File: config.mk
export PLATFORM = sky130hd
export DESIGN_NAME = tamper_guard
export DESIGN_NICKNAME = d
export VERILOG_FILES = /design/src/rtl/tg_pkg.sv /design/src/rtl/tg_rst_sync.sv /design/src/rtl/tg_pin_filter.sv /design/src/rtl/tg_event_log.sv /design/src/rtl/tg_backup_file.sv /design/src/rtl/tamper_guard.sv
export SDC_FILE = /design/constraint.sdc
export NUM_CORES = 1
export LEC_CHECK = 0
export ABC_AREA = 1
export CAP_MARGIN = 30
export CORE_MARGIN = 2
export CORE_UTILIZATION = 45
export CTS_CLUSTER_DIAMETER = 50
export DETAILED_ROUTE_END_ITERATION = 7
export PLACE_DENSITY = 0.67
export SYNTH_ARGS = -nofsm -noshare
export SYNTH_HDL_FRONTEND = slang
export SYNTH_HIERARCHICAL = 1
export SYNTH_SLANG_ARGS = --single-unit
File: constraint.sdc
create_clock -name clk -period 17.7 [get_ports clk]
set_clock_uncertainty 0.1 [all_clocks]
set_input_delay 1.77 -clock clk [delete_from_list [all_inputs] [get_ports clk]]
set_output_delay 1.77 -clock clk [all_outputs]
set_load 0.1 [all_outputs]
File: src/rtl/tg_pkg.sv
package tg_pkg;
  typedef enum logic {TG_ACT_HIGH = 1'b0, TG_ACT_LOW = 1'b1} tg_pol_e;

  // level after polarity correction: 1 means the pin is in its tamper state
  function automatic logic tg_active(input logic raw, input tg_pol_e pol);
    return (pol == TG_ACT_LOW) ? ~raw : raw;
  endfunction
endpackage

File: src/rtl/tg_rst_sync.sv
module tg_rst_sync (
  input  logic clk,
  input  logic rst_n,
  output logic rst_sync_n
);
  logic [1:0] stg_q;
  logic [1:0] stg_d;

  always_comb stg_d = {stg_q[0], 1'b1};

  always_ff @(posedge clk or negedge rst_n) begin
    if (!rst_n) stg_q <= '0;
    else        stg_q <= stg_d;
  end

  assign rst_sync_n = stg_q[1];
endmodule

File: src/rtl/tg_pin_filter.sv
module tg_pin_filter
  import tg_pkg::*;
(
  input  logic clk,
  input  logic rst_n,
  input  logic sel_i,
  input  logic pol_i,
  input  logic pin_i,
  output logic event_o
);
  // [0],[1] synchronizer; [2],[3] history for stability and edge
  logic [3:0] pipe_q;
  logic [3:0] pipe_d;
  logic       lvl_now, lvl_prev, lvl_old;

  always_comb pipe_d = {pipe_q[2:0], pin_i};

  always_ff @(posedge clk or negedge rst_n) begin
    if (!rst_n) pipe_q <= '0;
    else        pipe_q <= pipe_d;
  end

  always_comb begin
    lvl_now  = tg_active(pipe_q[1], tg_pol_e'(pol_i));
    lvl_prev = tg_active(pipe_q[2], tg_pol_e'(pol_i));
    lvl_old  = tg_active(pipe_q[3], tg_pol_e'(pol_i));
    event_o  = sel_i & lvl_now & lvl_prev & ~lvl_old;
  end
endmodule

File: src/rtl/tg_event_log.sv
module tg_event_log #(
  parameter int PINS   = 8,
  parameter int TIME_W = 32
) (
  input  logic              clk,
  input  logic              rst_n,
  input  logic [PINS-1:0]   evt_i,
  input  logic [TIME_W-1:0] time_i,
  input  logic [PINS-1:0]   sts_clr_i,
  input  logic              log_clr_i,
  output logic [PINS-1:0]   sts_o,
  output logic              valid_o,
  output logic [TIME_W-1:0] time_o,
  output logic [PINS-1:0]   src_o,
  output logic              ovf_o
);
  logic [PINS-1:0]   sts_q, sts_d, src_q, src_d;
  logic [TIME_W-1:0] time_q, time_d;
  logic              valid_q, valid_d, ovf_q, ovf_d;
  logic              any_evt;

  always_comb begin
    any_evt = |evt_i;
    sts_d   = (sts_q & ~sts_clr_i) | evt_i;
    valid_d = log_clr_i ? 1'b0 : valid_q;
    ovf_d   = log_clr_i ? 1'b0 : ovf_q;
    time_d  = time_q;
    src_d   = src_q;
    if (any_evt) begin
      if (!valid_d) begin
        valid_d = 1'b1;
        time_d  = time_i;
        src_d   = evt_i;
      end else begin
        ovf_d = 1'b1;
      end
    end
  end

  always_ff @(posedge clk or negedge rst_n) begin
    if (!rst_n) begin
      sts_q   <= '0;
      src_q   <= '0;
      time_q  <= '0;
      valid_q <= 1'b0;
      ovf_q   <= 1'b0;
    end else begin
      sts_q   <= sts_d;
      src_q   <= src_d;
      time_q  <= time_d;
      valid_q <= valid_d;
      ovf_q   <= ovf_d;
    end
  end

  assign sts_o   = sts_q;
  assign valid_o = valid_q;
  assign time_o  = time_q;
  assign src_o   = src_q;
  assign ovf_o   = ovf_q;
endmodule

File: src/rtl/tg_backup_file.sv
module tg_backup_file #(
  parameter int DEPTH = 8,
  parameter int W     = 32,
  parameter int AW    = 3
) (
  input  logic          clk,
  input  logic          rst_n,
  input  logic          wipe_i,
  input  logic          we_i,
  input  logic [AW-1:0] addr_i,
  input  logic [W-1:0]  wdata_i,
  input  logic          wprot_i,
  input  logic          rprot_i,
  input  logic          err_clr_i,
  output logic [W-1:0]  rdata_o,
  output logic          err_o
);
  logic [W-1:0] regs_q [DEPTH];
  logic [W-1:0] regs_d [DEPTH];
  logic         err_q, err_d;
  logic         addr_ok;

  always_comb begin
    addr_ok = int'(addr_i) < DEPTH;
    err_d   = (err_q & ~err_clr_i) | (we_i & wprot_i);
    for (int i = 0; i < DEPTH; i++) begin
      if (wipe_i)
        regs_d[i] = '0;
      else if (we_i && !wprot_i && addr_ok && int'(addr_i) == i)
        regs_d[i] = wdata_i;
      else
        regs_d[i] = regs_q[i];
    end
    rdata_o = '0;
    if (!rprot_i && addr_ok) rdata_o = regs_q[addr_i];
  end

  always_ff @(posedge clk or negedge rst_n) begin
    if (!rst_n) begin
      err_q <= 1'b0;
      for (int i = 0; i < DEPTH; i++) regs_q[i] <= '0;
    end else begin
      err_q <= err_d;
      for (int i = 0; i < DEPTH; i++) regs_q[i] <= regs_d[i];
    end
  end

  assign err_o = err_q;
endmodule

File: src/rtl/tamper_guard.sv
module tamper_guard #(
  parameter  int PINS      = 8,
  parameter  int TIME_W    = 32,
  parameter  int BKP_DEPTH = 8,
  parameter  int BKP_W     = 32,
  localparam int BKP_AW    = (BKP_DEPTH > 1) ? $clog2(BKP_DEPTH) : 1
) (
  input  logic              clk,
  input  logic              rst_n,
  input  logic [PINS-1:0]   tamper_i,
  input  logic [TIME_W-1:0] time_cnt_i,
  input  logic [PINS-1:0]   src_sel_i,
  input  logic [PINS-1:0]   src_pol_i,
  input  logic              clr_key_en_i,
  input  logic              clr_bkp_en_i,
  input  logic              bkp_wprot_i,
  input  logic              bkp_rprot_i,
  input  logic              bkp_we_i,
  input  logic [BKP_AW-1:0] bkp_addr_i,
  input  logic [BKP_W-1:0]  bkp_wdata_i,
  output logic [BKP_W-1:0]  bkp_rdata_o,
  input  logic [PINS-1:0]   sts_clr_i,
  input  logic              log_clr_i,
  input  logic              err_clr_i,
  output logic              wipe_key_o,
  output logic              wipe_scram_o,
  output logic              wipe_bkp_o,
  output logic [PINS-1:0]   src_sts_o,
  output logic              irq_o,
  output logic              log_valid_o,
  output logic [TIME_W-1:0] log_time_o,
  output logic [PINS-1:0]   log_src_o,
  output logic              log_ovf_o,
  output logic              acc_err_o
);
  logic            rst_int_n;
  logic [PINS-1:0] evt;
  logic            any_evt;

  tg_rst_sync u_rst (.clk(clk), .rst_n(rst_n), .rst_sync_n(rst_int_n));

  for (genvar p = 0; p < PINS; p++) begin : g_pin
    tg_pin_filter u_flt (
      .clk(clk), .rst_n(rst_int_n), .sel_i(src_sel_i[p]),
      .pol_i(src_pol_i[p]), .pin_i(tamper_i[p]), .event_o(evt[p])
    );
  end

  always_comb begin
    any_evt      = |evt;
    wipe_scram_o = any_evt;
    wipe_key_o   = any_evt & clr_key_en_i;
    wipe_bkp_o   = any_evt & clr_bkp_en_i;
  end

  tg_event_log #(.PINS(PINS), .TIME_W(TIME_W)) u_log (
    .clk(clk), .rst_n(rst_int_n), .evt_i(evt), .time_i(time_cnt_i),
    .sts_clr_i(sts_clr_i), .log_clr_i(log_clr_i), .sts_o(src_sts_o),
    .valid_o(log_valid_o), .time_o(log_time_o), .src_o(log_src_o),
    .ovf_o(log_ovf_o)
  );

  assign irq_o = |src_sts_o;

  tg_backup_file #(.DEPTH(BKP_DEPTH), .W(BKP_W), .AW(BKP_AW)) u_bkp (
    .clk(clk), .rst_n(rst_int_n), .wipe_i(wipe_bkp_o), .we_i(bkp_we_i),
    .addr_i(bkp_addr_i), .wdata_i(bkp_wdata_i), .wprot_i(bkp_wprot_i),
    .rprot_i(bkp_rprot_i), .err_clr_i(err_clr_i), .rdata_o(bkp_rdata_o),
    .err_o(acc_err_o)
  );
endmodule

==> results.md, run 1 <==
- Status: complete, no violations
- Reg2reg path depth: 14
- Most frequent cells in the layout: 991 x nand2_1, 340 x dfrtp_1, 329 x nand3_1, 192 x clkdlybuf4s50_1, 143 x nor2_1
- Max Cap Viol: 0
- Fin crit share: 0.406
- Share of layout cells above drive strength 1: 0.0563
- Register bit count reported by yosys: 341
- Core Rows: 68
- CP max-delay cell: clkdlybuf4s50_1
- Setup Fix Bufs, Post-CTS: 0
- Htree depth: 2
- Critical path class: in2out
- Clk slew on worst S/H paths: 0.05 ns
- Commonest non-fill, non-tap cell in the layout: nand2_1
- CP Max Fanout: 36
- Req. time, crit path: 15.83 ns
- Final net count: 2369
- Slowest stage delay, CP: 1.16 ns
- Fin crit period: 7.18 ns
- Die width: 192 µm
- Hold-fix buffers, CTS: 0
- Remaining Overflow, GRT: 0
- First-pass GRT wire length: 79200 µm
- Largest net degree at the start of global routing: 200
- Syn_nets: 2235
- CTS tree: done
- CP endpoint kind: output pin
- DIE HEIGHT: 192 µm
- Pleak: 0.0103 µW
- Detailed-route DRC error count: 0
- Drt via density: 5.29
- Final Setup Violations: 0
- Area grow syn2layout: 22.5%
- Post_cts resized: 0
- FILL cells: 3253
- Cell area power density: 118 nW/µm²
- Post-Layout Cell Count: 2747
- Antenna violations before repair: 3
- Initial Util: 0.459
- DR iter-0 viols: 1579
- RR Startpoint: g_pin[3].u_flt/pipe_q[1]
- Post-synthesis cell area: 15900 µm²
- Num CTS Buffers: 40
- Yosys warns: 6
- CP most frequent cell: nor2_1
- Port bufs: 194
- Register Area: 8540 µm²
- Yosys top cell by area: dfrtp_1
- Antenna viol nets, final: 0
- Worst endpoint data arrival time: 5.31 ns
- Initial DRT Pass Iterations: 7
- Via Count: 14500
- Crit-path cells: buf_2 > buf_4 > inv_2 > nand2_1 > o21ai_0 > nor2_1 > nor2_1 > clkdlybuf4s50_1
- Routed wire length: 50500 µm
- Final hold vios: 0
- Final setup TNS: 0 ns
- RR Endpoint: u_bkp/regs_q[89]
- Worst IR drop on VDD: 0.0000826 V
- Post-DP Area: 18200 µm²
- Max Root-Sink Buffers: 3
- Root Buffer: clkbuf_16
- RSZ-0062 raised after global routing: no
- Clock Latency Late Sink: 0.53 ns
- Core area: 34700 µm²
- Unique masters post-synth: 22
- Die footprint: 37000 µm²
- Total placed cells including tap cells: 2673
- Fmax: 139 MHz
- Area contributors post-synth: dfrtp_1 54%, nand2_1 23%, nand3_1 10%, nor2_1 3.4%, buf_2 2.2%
- Worst Hold Endpoint: u_rst/stg_q[1]
- Vias in the first global route: 14200
- Syn Inst Count: 2127
- Gr usage total: 0.276
- Register area share after synthesis: 0.535
- Worst setup SP type: input pin
- Mean Syn Cell Area: 7.50 µm²
- Ports: 195
- Final Worst Setup Slack: 10.52 ns
- GPL Wtd Cong: 0.798
- Slew headroom: 0.265
- Hpwl dp: 28200 µm
- Final Cell Area: 19500 µm²
- Worst slew pin tran: 1.10 ns
- WL per Instance: 18.4 µm
- CTS Sinks: 341
- Hold Crit Depth: 0
- R2r setup slk: 13.55 ns
- Post-synth top area share: 0.535
- Start point of the worst hold path: u_rst/stg_q[0]
- Area of the multi-input gates: 6420 µm²
- Worst Hold Class: reg2reg
- Slew Limit Fails: 0
- Pre-CTS setup slack: 10.62 ns
- Overall power: 2310 µW
==> report_power, final <==
group / internal, µW / leakage, µW / total [µW] / switching [µW]
clock: 490 / 0.000659 / 820 / 331
combinational: 147 / 0.00510 / 586 / 439
sequential: 861 / 0.00451 / 905 / 43.7
total: 1500 / 0.0103 / 2310 / 813
==> cells by family after synthesis <==
| logic type | count (synthesis) | synth area share |
|---|---|---|
| flops | 341 | 0.535 |
| other cells | 1 | 0.000235 |
| buf+inv | 230 | 0.0628 |
| compound gates | 74 | 0.0244 |
| simple gates | 1481 | 0.377 |
==> registers in the layout (all words and copies together), names as in the netlist <==
signal and cells:
u_bkp/regs_q 256, u_bkp/err_o 1, u_log/time_o 32, u_log/valid_o 1
u_rst/stg_q 2, g_pin.u_flt/pipe_q 32, u_log/src_o 8, u_log/ovf_o 1
u_log/sts_o 8
==> routing by layer <==
metal  track usage  part of all wire  vias up
li1              -                 -     6911
met1         0.379              0.43     6874
met2         0.450              0.46      662
met3        0.0515             0.092       80
met4        0.0722             0.022        2
met5             0           0.00026        -
==> stage by stage <==
stage                util  hold WS, ns
floorplan               -        0.231
global placement    0.519        0.233
detailed placement  0.524        0.235
CTS                 0.562        0.248
global route        0.563        0.251
finish              0.563        0.244
==> Yosys cell counts <==
| cell type | count |
|---|---|
| o21ai_1 | 7 |
| o22ai_1 | 1 |
| inv_2 | 10 |
| dfrtp_1 | 341 |
| and2_2 | 1 |
| nor2_1 | 144 |
| conb_1 | 1 |
| nor2_4 | 1 |
| nor2_2 | 5 |
| clkbuf_1 | 40 |
| o21bai_1 | 1 |
| nand2_1 | 991 |
| inv_1 | 89 |
| o21ai_0 | 63 |
| buf_6 | 7 |
| nand4_1 | 1 |
| buf_1 | 15 |
| nand2_2 | 9 |
| o21ai_4 | 1 |
| buf_2 | 69 |
| nand3_1 | 329 |
| o2bb2ai_1 | 1 |
==> worst max-delay path by stage <==
stage / from / endpoint / slack (ns) / cells past startpoint
2_1_floorplan: u_rst/stg_q[1] / g_pin[0].u_flt/pipe_q[0] / 7.39 / 0
3_3_place_gp: bkp_addr_i[1] / bkp_rdata_o[2] / 10.48 / 9
3_5_place_dp: bkp_addr_i[1] / bkp_rdata_o[10] / 10.62 / 8
4_1_cts: bkp_addr_i[1] / bkp_rdata_o[10] / 10.60 / 8
5_1_grt: bkp_addr_i[1] / bkp_rdata_o[30] / 10.38 / 8
6_report: bkp_addr_i[1] / bkp_rdata_o[30] / 10.52 / 8
==> worst max-delay path: cells and delay by family <==
family	cells	cell delay (ns)
buf+inv	4	2.21
simple gates	3	0.95
compound gates	1	0.37
==> cell type report <==
cell class / count / area share
flip-flops and latches: 341 / 0.437
well taps: 455 / 0.0291
diodes: 2 / 0.000256
multi-input cells: 1556 / 0.329
clock buffers: 56 / 0.0616
clock inverters: 15 / 0.00634
repair buffers: 223 / 0.117
inverters: 99 / 0.0193
No activity file was read; power rests on OpenSTA's default activity.
==> inputs of run 2 (changes only) <==
- clock period: 17.7 -> 7.1 ns (I/O delays scaled with it)
==> run 2 against run 1 <==
Critical path depth did not move. Final cell count is essentially flat. Register-to-register slack lost 10 ns. Design area rose by 0.65%. Core utilization rose by 0.37 points. Setup slack worse by 8.6 ns. Count of clock-buffer cells in the layout down 1. Wire length increased by 1.1%. Sequential share of layout area is 0.28 points lower. Via count rose by 1.1%.
==> results.md, run 2 (synthesis gave the netlist of run 1 again) <==
- Final setup TNS: 0 ns
- Slowest stage delay, CP: 1.17 ns
- RSZ-0062 raised after global routing: no
- Hpwl dp: 29100 µm
- Die footprint: 37000 µm²
- Initial Util: 0.459
- Reg2reg path depth: 13
- Layout Utilization: 0.566
- Antenna viol nets, final: 0
- Slew headroom: 0.309
- Final Setup Violations: 0
- Critical path class: in2out
- Area grow syn2layout: 23.3%
- Remaining Overflow, GRT: 0
- Fin crit share: 0.727
- First-pass GRT wire length: 80000 µm
- Initial DRT Pass Iterations: 5
- Gr usage total: 0.278
- Detailed-route DRC error count: 0
- Hold-fix buffers, CTS: 0
- Share of layout cells above drive strength 1: 0.0558
- CP max-delay cell: clkdlybuf4s50_1
- Worst Hold Class: reg2async
- Fmax: 194 MHz
- Drt via density: 5.34
- DR iter-0 viols: 1619
- Max Root-Sink Buffers: 3
- GPL Wtd Cong: 0.788
- Worst IR drop on VDD: 0.000267 V
- Ports: 195
- Pleak: 0.0103 µW
- Port bufs: 194
- Core Rows: 68
- Core area: 34700 µm²
- Status: complete, no violations
- Worst slew pin tran: 1.03 ns
- Via Count: 14700
- FILL cells: 3190
- RR Startpoint: g_pin[7].u_flt/pipe_q[1]
- Max reg flops: 256
- Final hold vios: 0
- WL per Instance: 18.6 µm
- R2r setup slk: 3.55 ns
- Overall power: 5920 µW
- Max Cap Viol: 0
- CP Max Fanout: 38
- Crit-path cells: buf_2 > inv_2 > nor2_4 > nand2_1 > nand3_1 > nor2_1 > nor2_1 > clkdlybuf4s50_1
- Die width: 192 µm
- Worst setup SP type: input pin
- Most frequent cells in the layout: 990 x nand2_1, 340 x dfrtp_1, 329 x nand3_1, 192 x clkdlybuf4s50_1, 143 x nor2_1
- Fin crit period: 5.16 ns
- Area of the multi-input gates: 6430 µm²
- Worst endpoint data arrival time: 4.35 ns
- Num CTS Buffers: 40
- Setup Fix Bufs, Post-CTS: 0
- Vias in the first global route: 14200
- Clk slew on worst S/H paths: 0.06 ns
- Root Buffer: clkbuf_16
- Req. time, crit path: 6.29 ns
- CP most frequent cell: nor2_1
- Antenna violations before repair: 2
- Cell area power density: 301 nW/µm²
- CTS Sinks: 341
- Top reg by flops: u_bkp/regs_q
- Clock Latency Late Sink: 0.52 ns
- CP endpoint kind: output pin
- RR Endpoint: u_bkp/regs_q[160]
- Register Area: 8540 µm²
- Largest net degree at the start of global routing: 139
- Htree depth: 2
- CTS tree: done
- Slew Limit Fails: 0
- Routed wire length: 51100 µm
- Final net count: 2370
- Post_cts resized: 0
- Commonest non-fill, non-tap cell in the layout: nand2_1
- DIE HEIGHT: 192 µm
## run 2: cell count changes in the layout (fill, tap and decap cells not counted), moves of 2 or more
cell,delta
clkbuf_1,+5
bufinv_16,+5
inv_6,+3
clkbuf_8,-6
buf_12,+4
buf_4,-2
clkinv_2,-6
## run 2: final cells by class
cell class              instances  share of cell area
multi-input cells            1556               0.327
well taps                     455              0.0290
clock inverters                18              0.0141
repair buffers                224               0.119
diodes                          1            0.000127
flip-flops and latches        341               0.434
clock buffers                  55              0.0579
inverters                      99              0.0192
## run 2: critical path, delay by kind of cell
kind,cells,cell delay (ns)
buffers and inverters,3,2.38
AND/OR/NAND/NOR,5,1.22
## run 2: stage by stage
| stage | hold slack [ns] | std cells | setup WS, ns | area (µm²) |
|---|---|---|---|---|
| after floorplan | 0.231 | 2127 | 1.43 | 15900 |
| after global placement | 0.233 | 2665 | 2.01 | 18000 |
| after detailed placement | 0.211 | 2675 | 2.00 | 18200 |
| after CTS | 0.207 | 2748 | 2.00 | 19700 |
| after global routing | 0.227 | 2749 | 1.78 | 19700 |
| final | 0.186 | 2749 | 1.94 | 19700 |
## run 2: report_power, final
part / internal [µW] / switching (µW) / total [µW]
clock network: 1350 / 840 / 2190
logic: 367 / 1100 / 1470
registers: 2150 / 108 / 2250
## run 2: per-layer routing
| metal | up-vias | global-route usage | part of all wire |
|---|---|---|---|
| met5 | - | 0 | 0.00025 |
| met4 | 2 | 0.101 | 0.031 |
| met3 | 106 | 0.0556 | 0.092 |
| met2 | 655 | 0.442 | 0.46 |
| met1 | 7009 | 0.378 | 0.42 |
| li1 | 6914 | - | - |
## run 2: worst max path at each step
stage / startpoint / end / slack, ns
floorplan: u_rst/stg_q[1] / g_pin[0].u_flt/pipe_q[0] / 1.43
global placement: bkp_addr_i[0] / bkp_rdata_o[1] / 2.01
detailed placement: bkp_addr_i[0] / bkp_rdata_o[29] / 2.00
CTS: bkp_addr_i[0] / bkp_rdata_o[29] / 2.00
global route: bkp_addr_i[0] / bkp_rdata_o[0] / 1.78
finish: bkp_addr_i[0] / bkp_rdata_o[0] / 1.94
